$ cat config.mk
export PLATFORM = sky130hd
export DESIGN_NAME = spi_part
export DESIGN_NICKNAME = d
export VERILOG_FILES = /design/src/rtl/spi_part_pkg.sv /design/src/rtl/spi_part_dp.sv /design/src/rtl/spi_part_ctl.sv /design/src/rtl/spi_part.sv
export SDC_FILE = /design/constraint.sdc
export NUM_CORES = 1
export LEC_CHECK = 0
export ABC_AREA = 1
export BUFFER_PORTS_ARGS = -buffer_cell sky130_fd_sc_hd__clkbuf_2
export CORE_UTILIZATION = 50
export DETAILED_ROUTE_END_ITERATION = 10
export GPL_ROUTABILITY_DRIVEN = 0
export PLACE_DENSITY = 0.69
export SETUP_SLACK_MARGIN = 0.15
export SYNTH_ARGS = -nofsm -noshare
export SYNTH_HDL_FRONTEND = slang
export SYNTH_SLANG_ARGS = --single-unit
$ cat constraint.sdc
create_clock -name clk -period 3.5 [get_ports clk]
set_input_delay 0.35 -clock clk [delete_from_list [all_inputs] [get_ports clk]]
set_output_delay 0.35 -clock clk [all_outputs]
set_load 0.01 [all_outputs]
$ cat src/rtl/spi_part_pkg.sv
package spi_part_pkg;
  localparam int BYTE_W = 8;
  localparam int LEN_W  = $clog2(BYTE_W);
  localparam int REG_W  = 16;

  localparam logic [1:0] ADDR_CTRL = 2'd0;
  localparam logic [1:0] ADDR_TIME = 2'd1;
  localparam logic [1:0] ADDR_DATA = 2'd2;
  localparam logic [1:0] ADDR_STAT = 2'd3;

  typedef enum logic [1:0] {ST_IDLE, ST_LEAD, ST_SHIFT, ST_TRAIL} xfer_state_e;

  typedef struct packed {
    logic load;
    logic sample;
    logic shift;
    logic txEnd;
    logic finish;
  } xfer_strobe_t;

  typedef struct packed {
    logic             cpol;
    logic             ssAssert;
    logic             autoSs;
    logic             threeWire;
    logic [LEN_W-1:0] rxLen;
    logic [LEN_W-1:0] txLen;
  } xfer_cfg_t;
endpackage

$ cat src/rtl/spi_part_dp.sv
module spi_part_dp
  import spi_part_pkg::*;
#(
  parameter int DIV_W = 8,
  parameter int GAP_W = 8
) (
  input  logic              clk,
  input  logic              rstN,
  input  logic              regWr,
  input  logic [1:0]        regAddr,
  input  logic [REG_W-1:0]  regWrData,
  output logic [REG_W-1:0]  regRdData,
  input  xfer_strobe_t      strb,
  input  logic              busy,
  input  logic              sdIn,
  output xfer_cfg_t         cfg,
  output logic [DIV_W-1:0]  halfDiv,
  output logic [GAP_W-1:0]  gapLen,
  output logic              dataWr,
  output logic              sdOut
);
  localparam int CFG_W = $bits(xfer_cfg_t);

  logic [BYTE_W-1:0] txShift, rxShift, rxData;
  logic              txDone, xferDone, rxReady;
  logic [LEN_W:0]    loadBits;
  logic [BYTE_W-1:0] loadVal;
  logic [2:0]        clrMask;

  assign dataWr   = regWr && (regAddr == ADDR_DATA);
  assign loadBits = (cfg.txLen == '0) ? (LEN_W+1)'(BYTE_W) : {1'b0, cfg.txLen};
  assign loadVal  = regWrData[BYTE_W-1:0] << (BYTE_W - int'(loadBits));
  assign clrMask  = (regWr && regAddr == ADDR_STAT) ? regWrData[3:1] : 3'b000;
  assign sdOut    = txShift[BYTE_W-1];

  always_ff @(posedge clk or negedge rstN) begin
    if (!rstN) begin
      cfg     <= '0;
      halfDiv <= '0;
      gapLen  <= '0;
    end else if (regWr && regAddr == ADDR_CTRL) begin
      cfg <= xfer_cfg_t'(regWrData[CFG_W-1:0]);
    end else if (regWr && regAddr == ADDR_TIME) begin
      halfDiv <= regWrData[DIV_W-1:0];
      gapLen  <= regWrData[DIV_W+GAP_W-1:DIV_W];
    end
  end

  always_ff @(posedge clk or negedge rstN) begin
    if (!rstN) begin
      txShift <= '0;
      rxShift <= '0;
      rxData  <= '0;
    end else begin
      if (strb.load) begin
        txShift <= loadVal;
        rxShift <= '0;
      end else begin
        if (strb.shift)  txShift <= {txShift[BYTE_W-2:0], 1'b0};
        if (strb.sample) rxShift <= {rxShift[BYTE_W-2:0], sdIn};
      end
      if (strb.finish) rxData <= rxShift;
    end
  end

  always_ff @(posedge clk or negedge rstN) begin
    if (!rstN) begin
      txDone   <= 1'b0;
      xferDone <= 1'b0;
      rxReady  <= 1'b0;
    end else begin
      txDone   <= strb.txEnd  | (txDone   & ~clrMask[0]);
      xferDone <= strb.finish | (xferDone & ~clrMask[1]);
      rxReady  <= strb.finish | (rxReady  & ~clrMask[2]);
    end
  end

  always_comb begin
    regRdData = '0;
    unique case (regAddr)
      ADDR_CTRL: regRdData[CFG_W-1:0] = cfg;
      ADDR_TIME: regRdData[DIV_W+GAP_W-1:0] = {gapLen, halfDiv};
      ADDR_DATA: regRdData[BYTE_W-1:0] = rxData;
      default:   regRdData[3:0] = {rxReady, xferDone, txDone, busy};
    endcase
  end
endmodule

$ cat src/rtl/spi_part_ctl.sv
module spi_part_ctl
  import spi_part_pkg::*;
#(
  parameter int DIV_W = 8,
  parameter int GAP_W = 8
) (
  input  logic             clk,
  input  logic             rstN,
  input  xfer_cfg_t        cfg,
  input  logic [DIV_W-1:0] halfDiv,
  input  logic [GAP_W-1:0] gapLen,
  input  logic             dataWr,
  output xfer_strobe_t     strb,
  output logic             busy,
  output logic             sclk,
  output logic             sdOe
);
  xfer_state_e      st;
  logic [DIV_W-1:0] divCnt;
  logic [GAP_W-1:0] gapCnt;
  logic [LEN_W:0]   bitCnt, txBits, rxBits, curBits;
  logic             phase, rxPh;
  logic             halfEnd, lastBit, gapDone, lastPhase;

  assign txBits    = (cfg.txLen == '0) ? (LEN_W+1)'(BYTE_W) : {1'b0, cfg.txLen};
  assign rxBits    = (cfg.rxLen == '0) ? (LEN_W+1)'(BYTE_W) : {1'b0, cfg.rxLen};
  assign curBits   = rxPh ? rxBits : txBits;
  assign halfEnd   = (divCnt == halfDiv);
  assign lastBit   = (bitCnt == curBits - 1'b1);
  assign gapDone   = (gapCnt == gapLen - 1'b1);
  assign lastPhase = rxPh || !cfg.threeWire;

  assign busy = (st != ST_IDLE);
  assign sclk = cfg.cpol ^ ((st == ST_SHIFT) && phase);
  assign sdOe = !cfg.threeWire || ((st == ST_SHIFT) && !rxPh);

  always_comb begin
    strb      = '0;
    strb.load = (st == ST_IDLE) && dataWr;
    if (st == ST_SHIFT && halfEnd) begin
      if (!phase) begin
        strb.sample = !cfg.threeWire || rxPh;
      end else begin
        if (!rxPh) begin
          strb.txEnd = lastBit;
          strb.shift = !lastBit;
        end
        strb.finish = lastBit && lastPhase && (gapLen == '0);
      end
    end
    if (st == ST_TRAIL && gapDone) strb.finish = 1'b1;
  end

  always_ff @(posedge clk or negedge rstN) begin
    if (!rstN) begin
      st     <= ST_IDLE;
      divCnt <= '0;
      gapCnt <= '0;
      bitCnt <= '0;
      phase  <= 1'b0;
      rxPh   <= 1'b0;
    end else begin
      unique case (st)
        ST_IDLE: if (dataWr) begin
          divCnt <= '0;
          gapCnt <= '0;
          bitCnt <= '0;
          phase  <= 1'b0;
          rxPh   <= 1'b0;
          st     <= (gapLen == '0) ? ST_SHIFT : ST_LEAD;
        end
        ST_LEAD: begin
          if (gapDone) begin
            gapCnt <= '0;
            st     <= ST_SHIFT;
          end else begin
            gapCnt <= gapCnt + 1'b1;
          end
        end
        ST_SHIFT: begin
          if (!halfEnd) begin
            divCnt <= divCnt + 1'b1;
          end else begin
            divCnt <= '0;
            phase  <= ~phase;
            if (phase) begin
              if (!lastBit) begin
                bitCnt <= bitCnt + 1'b1;
              end else if (!lastPhase) begin
                rxPh   <= 1'b1;
                bitCnt <= '0;
              end else begin
                gapCnt <= '0;
                st     <= (gapLen == '0) ? ST_IDLE : ST_TRAIL;
              end
            end
          end
        end
        default: begin
          if (gapDone) st <= ST_IDLE;
          else         gapCnt <= gapCnt + 1'b1;
        end
      endcase
    end
  end
endmodule

$ cat src/rtl/spi_part.sv
module spi_part
  import spi_part_pkg::*;
#(
  parameter int DIV_W = 8,
  parameter int GAP_W = 8
) (
  input  logic             clk,
  input  logic             rstN,
  input  logic             regWr,
  input  logic [1:0]       regAddr,
  input  logic [REG_W-1:0] regWrData,
  output logic [REG_W-1:0] regRdData,
  output logic             sclk,
  output logic             sdOut,
  output logic             sdOe,
  input  logic             sdIn,
  output logic             ssN
);
  xfer_cfg_t        cfg;
  xfer_strobe_t     strb;
  logic [DIV_W-1:0] halfDiv;
  logic [GAP_W-1:0] gapLen;
  logic             dataWr, busy;

  spi_part_dp #(.DIV_W(DIV_W), .GAP_W(GAP_W)) u_dp (
    .clk(clk), .rstN(rstN), .regWr(regWr), .regAddr(regAddr),
    .regWrData(regWrData), .regRdData(regRdData), .strb(strb), .busy(busy),
    .sdIn(sdIn), .cfg(cfg), .halfDiv(halfDiv), .gapLen(gapLen),
    .dataWr(dataWr), .sdOut(sdOut)
  );

  spi_part_ctl #(.DIV_W(DIV_W), .GAP_W(GAP_W)) u_ctl (
    .clk(clk), .rstN(rstN), .cfg(cfg), .halfDiv(halfDiv), .gapLen(gapLen),
    .dataWr(dataWr), .strb(strb), .busy(busy), .sclk(sclk), .sdOe(sdOe)
  );

  assign ssN = cfg.autoSs ? !busy : !cfg.ssAssert;
endmodule

==> reports/metrics.csv, run 1 <==
stage,metric,value,unit
run_status,outcome,finished clean,
floorplanning,die span in y,99.6,µm
logic_synthesis,synthesized flop and latch total,77,
logic_synthesis,synth top area cells,"dfrtp_1 (40%), nand2_1 (18%), inv_1 (5.8%), nand3_1 (5.3%), o21ai_0 (4.8%)",
sta,Final Cycle Share,67.3,%
setup_path,origin of the critical flop-to-flop path,u_dp.cfg[0],
logic_synthesis,Simple-Gate Fraction of Synth Area,34.8,%
power,power density over the cells,601,nW/µm²
floorplanning,CORE AREA,9240,µm²
logic_synthesis,Synth Area per Inst,7.17,µm²
sta,setup violators final,0,
cells_and_area,final cell count without fillers,833,
logic_synthesis,mapped cell area,4760,µm²
logic_synthesis,most frequent cell after synthesis,nand2_1,
sta,worst slew pin tran,1.10,ns
logic_synthesis,post-synth top area share,40.5,%
logic_synthesis,sequential area share after synthesis,40.5,%
clock_tree,CTS Buffer Depth,2,
setup_path,crit-path cells,"inv_1, ha_1, nor2_1, nand2_1, nand3_1, o21ai_0, o21ai_0, nand2_1, nand3_1, nand2_1, nand2_1, nand2_1",
clock_tree,CTS tree,done,
clock_tree,Post-CTS Setup Inserts,0,
global_routing,gr usage total,25.9,%
setup_path,"delay-heaviest family, CP",simple AND/OR/NAND/NOR gates,
drt,starting DRC count in detailed routing,231,
logic_synthesis,"Async S/R FF share, synth",100,%
global_routing,global route total overflow,0,
setup_path,critical-path maximum fanout,11,
worst_hold_path,worst min path class,primary input to asynchronous set/reset pin,
clock_tree,clk slew on worst S/H paths,0.09,ns
setup_path,end of the worst register-to-register path,u_dp.txShift[7],
place,Port Buffer Count,41,
sta,Clock Skew,0.0116,ns
drt,DRT Wirelength,11.6,mm
cells_and_area,Layout area overhead,9.94,%
setup_path,Critical Path Most Common Cell,nand2_1,
floorplanning,initial core utilization,51.5,%
setup_path,Worst EP arrival,2.60,ns
sta,worst setup margin,1.15,ns
place,DP Wirelength,8.81,mm
place,DP Worst Slack,1.24,ns
cells_and_area,Antenna Cells,0,
place,DP Cell Count,817,
logic_synthesis,adder-cell share of the synthesized area,1.58,%
power,Leak,2.72,nW
drt,DRC,0,
setup_path,WS Path Type,flop to flop,
setup_path,CP max-delay cell,dfrtp_1,
logic_synthesis,Cells after Synth,664,
setup_path,FF-to-FF setup slack,1.15,ns
drt,antenna-violating nets left,0,
global_routing,largest net degree at the start of global routing,78,
clock_tree,clk_lat worst skew,0.36,ns
floorplanning,Die Area,9910,µm²
logic_synthesis,"top cells by count, synth","nand2_1 (229), dfrtp_1 (77), inv_1 (74)",
clock_tree,CTS Root Cell,clkbuf_8,
clock_tree,post-CTS sizing,0,
setup_path,WP buf/inv,1,
clock_tree,CTS buffer count,9,
setup_path,startpoint types,flop,
drt,Wirelength per Cell,13.9,µm
sta,RSZ-0062 raised after global routing,false,
drt,vias,4395,
floorplanning,IO Pins,42,
sta,Period minus WS final,2.35,ns
drt,drt pass-1 iters,5,
clock_tree,CTS sink cnt,77,
floorplanning,# rows,35,
logic_synthesis,XOR/XNOR Fraction of Synth Area,2.76,%
global_routing,number of global-route vias before repair,4286,
logic_synthesis,largest family of logic cells by synthesized area,simple AND/OR/NAND/NOR gates,
logic_synthesis,Synth Area in Compound Gates,11.6,%
sta,Final Hold Vio Count,0,
logic_synthesis,"Primary FF master, synth",dfrtp_1,
flow_run,max-cap viol count,0,
sta,max-slew violations,0,
cells_and_area,fin nets,727,
logic_synthesis,Post-synth EDFFs,0,
power,peak supply drop,0.319,mV
clock_tree,H-Tree Depth,3,
logic_synthesis,syn_nets,692,
setup_path,Worst R2R Path Depth,12,
logic_synthesis,Yosys top cell by area,dfrtp_1,
floorplanning,Die X,99.6,µm
global_routing,first-pass GRT wire length,20.1,mm
sta,Final TNS setup,0,ns
cells_and_area,share of cells above drive strength 1,14.9,%
power,Power Total,0.00314,W
global_routing,initial antenna violation count,0,
sta,Max Fclk,425,MHz
sta,max_slew headroom,26.4,%
logic_synthesis,multiplexer area fraction after synthesis,0,%
setup_path,Worst path max stage delay,0.55,ns
setup_path,Critical Path RT,3.75,ns
drt,vias per inst,5.28,
setup_path,crit end category,flop,
logic_synthesis,Netlist cell types,43,
clock_tree,"Hold-fix buffers, CTS",0,
logic_synthesis,yosys warns,0,
## cells by family (layout without fill, tap and decap cells)
group	count (synthesis)	in the layout
XOR/XNOR	15	15
AO/OA/AOI/OAI	93	93
flip-flops	77	77
adder cells (fa/ha/maj)	6	6
buffers and inverters	106	146
AND/OR/NAND/NOR	367	367
## worst reg2reg max path, delay by kind of cell (launching register included)
family | cells | cell delay (ns)
AOI/OAI and AO/OA | 2 | 0.40
adders and majority gates | 1 | 0.29
buffers and inverters | 1 | 0.27
DFF | 1 | 0.55
and+or+nand+nor | 8 | 0.73
## state kept, by name (all words and copies together) (netlist names)
register	cells
u_ctl.bitCnt	4
u_ctl.divCnt	8
u_ctl.gapCnt	8
u_ctl.phase	1
u_ctl.rxPh	1
u_ctl.st	2
u_dp.cfg	10
u_dp.gapLen	8
u_dp.halfDiv	8
u_dp.rxData	8
u_dp.rxReady	1
u_dp.rxShift	8
u_dp.txDone	1
u_dp.txShift	8
u_dp.xferDone	1
## layout make-up
cell class / count / area [µm²]
fill: 881 / 4010
multi-input combinational: 481 / 2420
sequential: 77 / 1930
inverter: 89 / 337
timing repair buffer: 41 / 208
tap: 129 / 161
clock buffer: 11 / 141
clock inverter: 5 / 41.3
## metrics by stage
stage	util [%]	instance area [µm²]	hold WS, ns
after floorplan	-	4760	0.0544
after global placement	54.6	5050	0.473
after detailed placement	54.6	5050	0.472
after CTS	56.6	5230	0.181
after global routing	56.6	5230	0.218
final	56.6	5230	0.130
## placed cells by master, fill, tap and decap left out, types with 3 or more instances in the layout
cell type	count
dfrtp_1	77
nand4_1	7
xnor2_1	4
nor2_1	47
ha_1	6
clkbuf_8	10
nand3_4	3
nand2_4	3
nand2_1	229
nand3_2	3
o211ai_1	5
o21ai_0	46
xor2_1	11
nor3_1	5
nand3_1	50
nand2_2	9
o2111ai_1	4
a21oi_1	16
inv_1	74
o22ai_1	7
inv_2	13
o21ai_2	4
clkbuf_2	40
## per-layer routing
metal  vias to the layer above  track usage [%]  share of wire (%)
met5                         -                0                  0
met4                         0             10.7                2.2
met3                        24             3.09                3.6
met2                       123             44.1                 49
met1                      2052             33.6                 46
li1                       2196                -                  -
## how the worst max path moves through the flow
stage / endpoint / cells after the start / from / slack [ns]
2_1_floorplan: u_dp.txShift[5] / 12 / u_dp.cfg[0] / 1.60
3_3_place_gp: u_dp.txShift[7] / 12 / u_dp.cfg[0] / 1.27
3_5_place_dp: u_ctl.bitCnt[1] / 10 / u_ctl.st[0] / 1.24
4_1_cts: u_ctl.bitCnt[1] / 10 / u_ctl.st[0] / 1.20
5_1_grt: u_dp.txShift[7] / 12 / u_dp.cfg[0] / 0.94
6_report: u_dp.txShift[7] / 12 / u_dp.cfg[0] / 1.15
## where the power goes
group	leakage, nW	switching [W]	internal, W	total (W)
logic	1.63	0.000824	0.000427	0.00125
clock network	0.0866	0.000347	0.000283	0.000630
registers	1.00	0.000195	0.00107	0.00126
total	2.72	0.00137	0.00178	0.00314
No activity file was read; power rests on OpenSTA's default activity.
==> run 2, diff against run 1 <==
--- a/config.mk
+++ b/config.mk
@@ -5,12 +5,12 @@
 export SDC_FILE = /design/constraint.sdc
 export NUM_CORES = 1
 export LEC_CHECK = 0
-export ABC_AREA = 1
+export ABC_AREA = 0
 export BUFFER_PORTS_ARGS = -buffer_cell sky130_fd_sc_hd__clkbuf_2
 export CORE_UTILIZATION = 50
 export DETAILED_ROUTE_END_ITERATION = 10
 export GPL_ROUTABILITY_DRIVEN = 0
-export PLACE_DENSITY = 0.69
+export PLACE_DENSITY = 0.72
 export SETUP_SLACK_MARGIN = 0.15
 export SYNTH_ARGS = -nofsm -noshare
 export SYNTH_HDL_FRONTEND = slang
==> constraint.sdc (replaced) <==
create_clock -name clk -period 2.1 [get_ports clk]
set_input_delay 0.21 -clock clk [delete_from_list [all_inputs] [get_ports clk]]
set_output_delay 0.21 -clock clk [all_outputs]
set_load 0.01 [all_outputs]
==> reports/metrics.csv, run 2 <==
stage,metric,value,unit,change
logic_synthesis,Cells after Synth,429,,was 664
global_routing,M1 GR Usage,34.2,%,was 33.6%
cells_and_area,Layout area overhead,35.0,%,was 9.94%
cells_and_area,largest reg by FF count,u_dp.cfg,,unchanged
setup_path,WS Path Type,flop to flop,,unchanged
sta,Final Cycle Share,112,%,was 67.3%
sta,setup violators final,33,,was 0
logic_synthesis,synth top area cells,"dfrtp_1 (43%), mux2_2 (7.3%), mux2i_1 (5.6%), o21ai_0 (3.6%), nand2_1 (3.5%)",,"was dfrtp_1 (40%), nand2_1 (18%), inv_1 (5.8%), nand3_1 (5.3%), o21ai_0 (4.8%)"
setup_path,FF-to-FF setup slack,-0.26,ns,was 1.15 ns
run_status,outcome,"complete, but fails checks",,was finished clean
sta,max-slew violations,0,,unchanged
global_routing,first-pass GRT wire length,19.4,mm,was 20.1 mm
clock_tree,CTS Root Cell,clkbuf_8,,unchanged
clock_tree,H-Tree Depth,3,,unchanged
logic_synthesis,"Async S/R FF share, synth",100,%,unchanged
drt,starting DRC count in detailed routing,159,,was 231
place,DP Wirelength,8.29,mm,was 8.81 mm
drt,antenna-violating nets left,0,,unchanged
worst_hold_path,worst min path class,primary input to flop,,was primary input to asynchronous set/reset pin
drt,vias,3955,,"was 4,395"
worst_hold_path,Hold Startpoint,regWrData[13],,
floorplanning,initial core utilization,51.6,%,was 51.5%
floorplanning,CORE AREA,8680,µm²,was 9240 µm²
logic_synthesis,sequential area share after synthesis,43.1,%,was 40.5%
global_routing,number of global-route vias before repair,3933,,"was 4,286"
cells_and_area,fin nets,582,,was 727
logic_synthesis,Netlist cell types,66,,was 43
logic_synthesis,post-synth top area share,43.1,%,was 40.5%
clock_tree,clk_lat worst skew,0.35,ns,was 0.36 ns
global_routing,met2 Use GR,48.1,%,was 44.1%
sta,max_slew headroom,55.0,%,was 26.4%
floorplanning,IO Pins,42,,unchanged
setup_path,crit end category,flop,,unchanged
setup_path,startpoint types,flop,,unchanged
clock_tree,CTS Buffer Depth,2,,unchanged
setup_path,origin of the critical flop-to-flop path,u_dp.gapLen[3],,was u_dp.cfg[0]
logic_synthesis,mapped cell area,4470,µm²,was 4760 µm²
power,power density over the cells,1130,nW/µm²,was 601 nW/µm²
sta,Period minus WS final,2.36,ns,was 2.35 ns
drt,Wirelength per Cell,18.6,µm,was 13.9 µm
sta,Max Fclk,425,MHz,about the same
flow_run,max-cap viol count,0,,unchanged
place,Port Buffer Count,41,,unchanged
setup_path,Worst EP arrival,2.59,ns,was 2.60 ns
global_routing,gr usage total,27.8,%,was 25.9%
global_routing,met3 Resource Use GR,5.16,%,was 3.09%
power,Leak,2.81,nW,was 2.72 nW
logic_synthesis,Yosys top cell by area,dfrtp_1,,unchanged
logic_synthesis,synthesized flop and latch total,77,,unchanged
clock_tree,CTS tree,done,,unchanged
sta,worst setup margin,-0.255,ns,was 1.15 ns
global_routing,largest net degree at the start of global routing,55,,was 78
power,peak supply drop,0.735,mV,was 0.319 mV
floorplanning,die span in y,96.6,µm,was 99.6 µm
cells_and_area,fin util,69.6,%,was 56.6%
global_routing,initial antenna violation count,0,,unchanged
cells_and_area,max FFs per register,10,,unchanged
global_routing,GR peak layer,met2,,unchanged
logic_synthesis,"top cells by count, synth","dfrtp_1 (77), nand2_1 (42), o21ai_0 (32)",,"was nand2_1 (229), dfrtp_1 (77), inv_1 (74)"
sta,Final Hold Vio Count,0,,unchanged
cells_and_area,"commonest non-fill, non-tap cell in the layout",dfrtp_1,,was nand2_1
logic_synthesis,Post-synth EDFFs,0,,unchanged
sta,RSZ-0062 raised after global routing,true,,was false
clock_tree,CTS buffer count,9,,unchanged
clock_tree,clk slew on worst S/H paths,0.08,ns,was 0.09 ns
logic_synthesis,most frequent cell after synthesis,dfrtp_1,,was nand2_1
clock_tree,CTS sink cnt,77,,unchanged
sta,Final TNS setup,-5.26,ns,was 0 ns
setup_path,critical-path maximum fanout,8,,was 11
floorplanning,Die X,96.6,µm,was 99.6 µm
logic_synthesis,yosys warns,0,,unchanged
drt,drt pass-1 iters,4,,was 5
drt,DRT Wirelength,12.4,mm,was 11.6 mm
run_status,violated checks,negative setup slack,,
logic_synthesis,syn_nets,457,,was 692
logic_synthesis,Synth Area per Inst,10.4,µm²,was 7.17 µm²
sta,Clock Skew,0.0106,ns,was 0.0116 ns
drt,vias per inst,5.94,,was 5.28
cells_and_area,share of cells above drive strength 1,45.3,%,was 14.9%
sta,worst slew pin tran,0.668,ns,was 1.10 ns
floorplanning,Die Area,9330,µm²,was 9910 µm²
cells_and_area,Antenna Cells,0,,unchanged
floorplanning,# rows,34,,was 35
setup_path,Critical Path RT,2.33,ns,was 3.75 ns
logic_synthesis,"Primary FF master, synth",dfrtp_1,,unchanged
setup_path,Crit. Startpoint,u_dp.gapLen[3],,was u_dp.cfg[0]
drt,DRC,0,,unchanged
cells_and_area,"commonest non-fill, non-tap cells in the layout","dfrtp_1 (73), buf_4 (72), clkbuf_2 (40)",,"was nand2_1 (229), dfrtp_1 (77), inv_1 (74)"
global_routing,global route total overflow,0,,unchanged
## run 2: final timing paths
kind                       depth (start not counted)               to
hold reg to reg                                    1    u_dp.xferDone
min in group asynchronous                          2  u_ctl.divCnt[4]
setup reg to reg                                   7   u_dp.rxData[4]
setup / recovery                                   7   u_dp.rxData[4]
hold / removal                                     2   u_dp.gapLen[5]
max in group asynchronous                          3   u_dp.rxData[7]
## run 2: repair_timing
| item | CTS | global route |
|---|---|---|
| gates resized for setup | 56 | 27 |
| pin swaps | 38 | 14 |
| hold endpoints to repair | 23 | 0 |
| endpoints found under the setup margin | 45 | 47 |
| hold buffers | 1 | 0 |
| buffers inserted | 18 | 8 |
| cloned | 1 | 0 |
## run 2: critical path, stage by stage (launching register included)
cell     delay (ns)
dfrtp_1        0.38
or4_4          0.56
or4b_4         0.54
nor2_4         0.13
nand3_4        0.08
o31ai_4        0.08
buf_12         0.17
mux2_4         0.30
## run 2: through the flow
stage	hold WS (ns)	instances	area, µm²	worst slack [ns]	total power (W)
floorplan	-0.0856	429	4580	-0.392	0.00398
global placement	0.134	623	5290	-0.412	0.00480
detailed placement	0.135	623	5290	-0.459	0.00493
CTS	0.0867	658	5860	-0.282	0.00659
global route	0.0760	666	6040	-0.338	0.00724
finish	0.0983	666	6040	-0.255	0.00684
## run 2: area by class of cell
class                      count  area [µm²]
fill                         631        2640
sequential                    77        1930
inverter                       8        30.0
tap                          108         135
clock buffer                  11         141
clock inverter                 4        72.6
timing repair buffer         130         981
multi-input combinational    328        2750
## run 2: report_power, final
group	switching [W]	internal, W	leakage, nW	total, W
combinational	0.00153	0.00166	1.76	0.00318
clock	0.000553	0.000694	0.105	0.00125
sequential	0.000468	0.00195	0.943	0.00241
## run 2: logic make-up after synthesis
kind of cell	after synthesis	share of synthesized area [%]
muxes	67	17.8
AOI/OAI and AO/OA	90	13.8
buffers and inverters	25	2.71
adders and majority gates	6	1.68
xor gates and xnor gates	24	5.01
DFF	77	43.1
and+or+nand+nor	140	15.9
## run 2: routing by layer
| layer | up-vias | share of wire (%) |
|---|---|---|
| li1 | 1811 | - |
| met1 | 1985 | 40 |
| met2 | 137 | 52 |
| met3 | 22 | 5.8 |
| met4 | 0 | 2.3 |
| met5 | - | 0 |
